`src/rtl/core_run_pkg.sv`:
```
package core_run_pkg;
  localparam int unsigned CMD_W = 8;

  localparam logic [CMD_W-1:0] CMD_HALT_C2 = 8'h00;
  localparam logic [CMD_W-1:0] CMD_RUN_C2  = 8'h01;
  localparam logic [CMD_W-1:0] CMD_RUN_C1  = 8'h07;

  // Status entry, bit 2..0
  typedef struct packed {
    logic halt;
    logic at_addr;
    logic at_reset;
  } core_stat_t;

  localparam int unsigned STAT_W = $bits(core_stat_t);
endpackage

```
`src/rtl/run_cmd_dec.sv`:
```
module run_cmd_dec
  import core_run_pkg::*;
(
  input  logic             cmd_vld_i,
  input  logic [CMD_W-1:0] cmd_i,
  output logic             run2_o,
  output logic             halt2_o,
  output logic             run1_o
);
  always_comb begin
    run2_o  = 1'b0;
    halt2_o = 1'b0;
    run1_o  = 1'b0;
    if (cmd_vld_i) begin
      unique case (cmd_i)
        CMD_RUN_C2:  run2_o  = 1'b1;
        CMD_HALT_C2: halt2_o = 1'b1;
        CMD_RUN_C1:  run1_o  = 1'b1;
        default: ;
      endcase
    end
  end
endmodule

```
`src/rtl/run_state_regs.sv`:
```
module run_state_regs (
  input  logic clk_i,
  input  logic rst_ni,
  input  logic run2_i,
  input  logic halt2_i,
  input  logic run1_i,
  output logic halt2_o,
  output logic task_sel_o
);
  always_ff @(posedge clk_i or negedge rst_ni) begin
    if (!rst_ni) begin
      halt2_o    <= 1'b1;
      task_sel_o <= 1'b0;
    end else if (run2_i) begin
      halt2_o    <= 1'b0;
      task_sel_o <= 1'b1;
    end else if (halt2_i) begin
      halt2_o    <= 1'b1;
    end else if (run1_i) begin
      task_sel_o <= 1'b0;
    end
  end
endmodule

```
`src/rtl/stat_read_port.sv`:
```
module stat_read_port
  import core_run_pkg::*;
#(
  parameter int unsigned          ADDR_W     = 32,
  parameter int unsigned          DATA_W     = 32,
  parameter logic [ADDR_W-1:0]    BASE_ADDR  = 32'h6000_0000,
  parameter int unsigned          TBL_DEPTH  = 32,
  parameter int unsigned          EN_OFFSET  = 4
) (
  input  logic              clk_i,
  input  logic              rst_ni,
  input  logic [ADDR_W-1:0] rd_addr_i,
  input  logic              rd_addr_valid_i,
  input  logic              halt2_i,
  input  logic              task_sel_i,
  output logic [DATA_W-1:0] rd_data_o,
  output logic              rd_valid_o
);
  localparam int unsigned OFF_W = $clog2(TBL_DEPTH);

  core_stat_t  stat_tbl [TBL_DEPTH];
  logic [OFF_W-1:0] off;
  logic             in_win;
  logic [DATA_W-1:0] rd_mux;

  for (genvar i = 0; i < TBL_DEPTH; i++) begin : g_tbl
    if (i == 0) begin : g_c1
      assign stat_tbl[i] = '{halt: 1'b0, at_addr: 1'b0, at_reset: 1'b1};
    end else if (i == 1) begin : g_c2
      assign stat_tbl[i] = '{halt: halt2_i, at_addr: 1'b0, at_reset: 1'b1};
    end else begin : g_rsvd
      assign stat_tbl[i] = '0;
    end
  end

  assign off    = rd_addr_i[OFF_W-1:0];
  assign in_win = (rd_addr_i[ADDR_W-1:OFF_W] == BASE_ADDR[ADDR_W-1:OFF_W]);

  always_comb begin
    rd_mux = '0;
    if (in_win) begin
      if (off == OFF_W'(EN_OFFSET)) rd_mux[0] = task_sel_i;
      else                          rd_mux[STAT_W-1:0] = stat_tbl[off];
    end
  end

  always_ff @(posedge clk_i or negedge rst_ni) begin
    if (!rst_ni) begin
      rd_data_o  <= '0;
      rd_valid_o <= 1'b0;
    end else begin
      rd_valid_o <= rd_addr_valid_i;
      if (rd_addr_valid_i) rd_data_o <= rd_mux;
    end
  end
endmodule

```
`src/rtl/core_run_ctrl.sv`:
```
module core_run_ctrl
  import core_run_pkg::*;
#(
  parameter int unsigned       ADDR_W    = 32,
  parameter int unsigned       DATA_W    = 32,
  parameter logic [ADDR_W-1:0] BASE_ADDR = 32'h6000_0000,
  parameter int unsigned       TBL_DEPTH = 32,
  parameter int unsigned       EN_OFFSET = 4
) (
  input  logic              clk_i,
  input  logic              rst_ni,
  input  logic [ADDR_W-1:0] wr_addr_i,
  input  logic              wr_addr_valid_i,
  input  logic [CMD_W-1:0]  wr_data_i,
  input  logic              wr_data_valid_i,
  input  logic [ADDR_W-1:0] rd_addr_i,
  input  logic              rd_addr_valid_i,
  output logic [DATA_W-1:0] rd_data_o,
  output logic              rd_valid_o,
  output logic              halt1_o,
  output logic              halt2_o
);
  logic wr_acc;
  logic run2, halt2_cmd, run1;
  logic task_sel;

  assign wr_acc = wr_addr_valid_i && wr_data_valid_i && (wr_addr_i == BASE_ADDR);

  run_cmd_dec u_dec (
    .cmd_vld_i (wr_acc),
    .cmd_i     (wr_data_i),
    .run2_o    (run2),
    .halt2_o   (halt2_cmd),
    .run1_o    (run1)
  );

  run_state_regs u_state (
    .clk_i      (clk_i),
    .rst_ni     (rst_ni),
    .run2_i     (run2),
    .halt2_i    (halt2_cmd),
    .run1_i     (run1),
    .halt2_o    (halt2_o),
    .task_sel_o (task_sel)
  );

  stat_read_port #(
    .ADDR_W    (ADDR_W),
    .DATA_W    (DATA_W),
    .BASE_ADDR (BASE_ADDR),
    .TBL_DEPTH (TBL_DEPTH),
    .EN_OFFSET (EN_OFFSET)
  ) u_rd (
    .clk_i           (clk_i),
    .rst_ni          (rst_ni),
    .rd_addr_i       (rd_addr_i),
    .rd_addr_valid_i (rd_addr_valid_i),
    .halt2_i         (halt2_o),
    .task_sel_i      (task_sel),
    .rd_data_o       (rd_data_o),
    .rd_valid_o      (rd_valid_o)
  );

  // Default core is never stopped
  assign halt1_o = 1'b0;
endmodule

```
`config.mk`:
```
export PLATFORM = sky130hd
export DESIGN_NAME = core_run_ctrl
export DESIGN_NICKNAME = d
export VERILOG_FILES = /design/src/rtl/core_run_pkg.sv /design/src/rtl/run_cmd_dec.sv /design/src/rtl/run_state_regs.sv /design/src/rtl/stat_read_port.sv /design/src/rtl/core_run_ctrl.sv
export SDC_FILE = /design/constraint.sdc
export NUM_CORES = 1
export LEC_CHECK = 0
export BUFFER_PORTS_ARGS = -buffer_cell sky130_fd_sc_hd__buf_2
export CAP_MARGIN = 0
export CORE_MARGIN = 1
export CORE_UTILIZATION = 29
export CTS_CLUSTER_SIZE = 16
export DETAILED_ROUTE_END_ITERATION = 7
export GPL_TIMING_DRIVEN = 0
export PLACE_DENSITY_LB_ADDON = 0.12
export SYNTH_ARGS = -nofsm -noshare
export SYNTH_HDL_FRONTEND = slang
export SYNTH_SLANG_ARGS = --single-unit
```
`constraint.sdc`:
```
create_clock -name clk_i -period 2.8 [get_ports clk_i]
set_clock_uncertainty 0.05 [all_clocks]
set_input_delay 0.7 -clock clk_i [delete_from_list [all_inputs] [get_ports clk_i]]
set_output_delay 0.7 -clock clk_i [all_outputs]
set_load 0.005 [all_outputs]
```
==> flow_metrics.tcl <==
set metrics [dict create \
    yosys_warnings 0 \
    critical_path.startpoint_type "primary input" \
    drt_wl_total_um 1866 \
    cts_tree "yes" \
    rsz0062_at_grt "no" \
    synth_commonest_cells "buf_4 (31), nor4_1 (10), nand4_1 (5), dfrtp_1 (4), nand2_1 (4)" \
    routed_via_density 4.041 \
    hp-class "in2async" \
    areaGrowthSynthToFinish_pct 89.63 \
    clk_latency_ns 0.24 \
    synth_most_common_cell "buf_4" \
    fin_setup_tns_ns 0 \
    nFillCells 198 \
    grt_pass1_wl_um 2973 \
    yosysUniqueCellTypes 21 \
    whs_ns 0.2070 \
    core_area_sq_mm 0.002022 \
    ir_drop_uv 170.6 \
    drv_slew 0 \
    use_met1_pct 14.61 \
    grt_util_met2_pct 30.32 \
    outcome "completed" \
    boundaryPins 112 \
    wl_per_cell_um 8.599 \
    cts_setup_buffers 0 \
    htreeDepth 1 \
    setup_slack_ns 1.021 \
    grt_pass1_vias 784 \
    clk_path_buf_depth 2 \
    remaining_drc_errors 0 \
    cts-buffers-inserted 3 \
    die-height_um 48.96 \
    grt_antenna_before_repair 0 \
    initial_core_util_pct 31.62 \
    worstPathMaxFanout 2 \
    path_class "in2reg" \
    synth-seq-cells 5 \
    max-cap-violations 0 \
    synth-seq-area-share_pct 19.77 \
    drt-initial-drc-count 8 \
    async_reset_ff_share_pct 100.0 \
    cp.required_ns 2.93 \
    dr.pass1.iters 4 \
    place_ws_ns 0.7599 \
    n_antenna_cell 0 \
    cp.arrival_ns 1.91 \
    overflow 0 \
    clock_sinks 5 \
    synth_edf_count 0 \
    period_share_pct 63.52 \
    setup_viol 0 \
    p_total_uw 265.3 \
    hold_viol 0 \
    dieWidth_um 48.96 \
    drtAntennaViolNets 0 \
    path_clk_slew_ns 0.05 \
    grt_usage_pct 15.99 \
    holdBufCountCts 0 \
    place_congestion 0.7134 \
    nets 268 \
    synthCells 76 \
    final_util_pct 59.96 \
    end_kind "register" \
    timing.fmax_mhz 562.3 \
    grt_max_degree 6 \
    die_area_sq_mm 0.002397 \
    syn_area_sq_um 639.4 \
    yosysTopAreaCell "buf_4" \
    syn_area_per_cell_sq_um 8.413 \
    p_leak_nw 0.7180 \
    cts_root_buffer "clkbuf_4" \
    io_buffer_count 80 \
    synth_top_area_share_pct 36.40 \
    top_usage_layer "met2" \
    power.density_mw_per_mm2 218.8 \
    drive_gt1_share_pct 63.16 \
    met3_usage_pct 7.788 \
    vias 877 \
    synth_area_leaders "buf_4 (36%), dfrtp_1 (16%), nor4_1 (9.8%)" \
    min_period_ns 1.779 \
    ys.flop_type "dfrtp_1" \
    cts_resized 0 \
    placementRows 16 \
]
[logic make-up (layout without fill, tap and decap cells)]
group	Yosys count	after routing	share of synthesized area (%)
other	1	31	0.5865
flip-flops	5	5	19.77
AND/OR/NAND/NOR	31	31	34.25
AO/OA/AOI/OAI	6	6	7.830
buffers and inverters	33	117	37.57
[layout by cell type (no fill, tap or decap), drive strengths merged]
cell    synthesis  routed
buf            31     111
conb            1      31
nor4           12      12
nand4           5       5
nand2           4       4
dfrtp           4       4
clkbuf          0       4
o41ai           3       3
nor4b           3       3
nor2            2       2
inv             2       2
nor3            1       1
nand3           1       1
and4bb          1       1
or4b            1       1
o31ai           1       1
a21boi          1       1
o32ai           1       1
nand2b          1       1
dfstp           1       1
[stage by stage]
stage	cell area (sq um)	instances
after floorplan	752.0	106
after global placement	1186	213
after detailed placement	1186	213
after CTS	1212	217
after global routing	1212	217
final	1212	217
[layout make-up]
cell class                      count  area, sq um  share of cell area (%)
Tap cell                           27        33.78                   2.786
Inverter                            2        7.507                  0.6192
Timing Repair Buffer               80        400.4                   33.02
Buffer                             31        232.7                   19.20
Clock buffer                        4        26.28                   2.167
Sequential cell                     5        126.4                   10.42
Multi-Input combinational cell     68        385.4                   31.79
[report_power, final]
part | total [mW] | internal (mW) | switching [mW]
logic | 0.108 | 0.0705 | 0.0375
clock network | 0.0838 | 0.0539 | 0.0299
registers | 0.0735 | 0.0733 | 0.000133
[final timing paths]
check | start | end | slack (ns) | cells past startpoint
worst max-delay path | wr_addr_i[20] | u_state.task_sel_o | 1.02 | 5
worst min-delay path | rst_ni | u_rd.rd_data_o[0] | 0.21 | 1
worst max register to register | u_state.halt2_o | u_rd.rd_data_o[2] | 1.79 | 2
worst min register to register | u_rd.rd_data_o[2] | u_rd.rd_data_o[2] | 0.43 | 2
max in group asynchronous | rst_ni | u_state.halt2_o | 2.28 | 1
min in group clk_i | u_rd.rd_data_o[2] | u_rd.rd_data_o[2] | 0.43 | 2
[worst max-delay path, stage by stage]
cell	delay [ns]
buf_2	0.10
nor4_1	0.40
nand4_1	0.16
or4b_1	0.48
nand2_1	0.07
[sequential cells by signal (all words and copies together), names as in the netlist]
name,flops
u_rd.rd_data_o,2
u_rd.rd_valid_o,1
u_state.halt2_o,1
u_state.task_sel_o,1
[layer usage]
| layer | up-vias | routed length [um] | part of all wire (%) |
|---|---|---|---|
| li1 | 452 | - | - |
| met1 | 372 | 614 | 33 |
| met2 | 51 | 1049 | 56 |
| met3 | 2 | 191 | 10 |
| met4 | 0 | 11 | 0.59 |
| met5 | - | 0 | 0 |
Note: power is estimated with default switching activity, not from simulation.
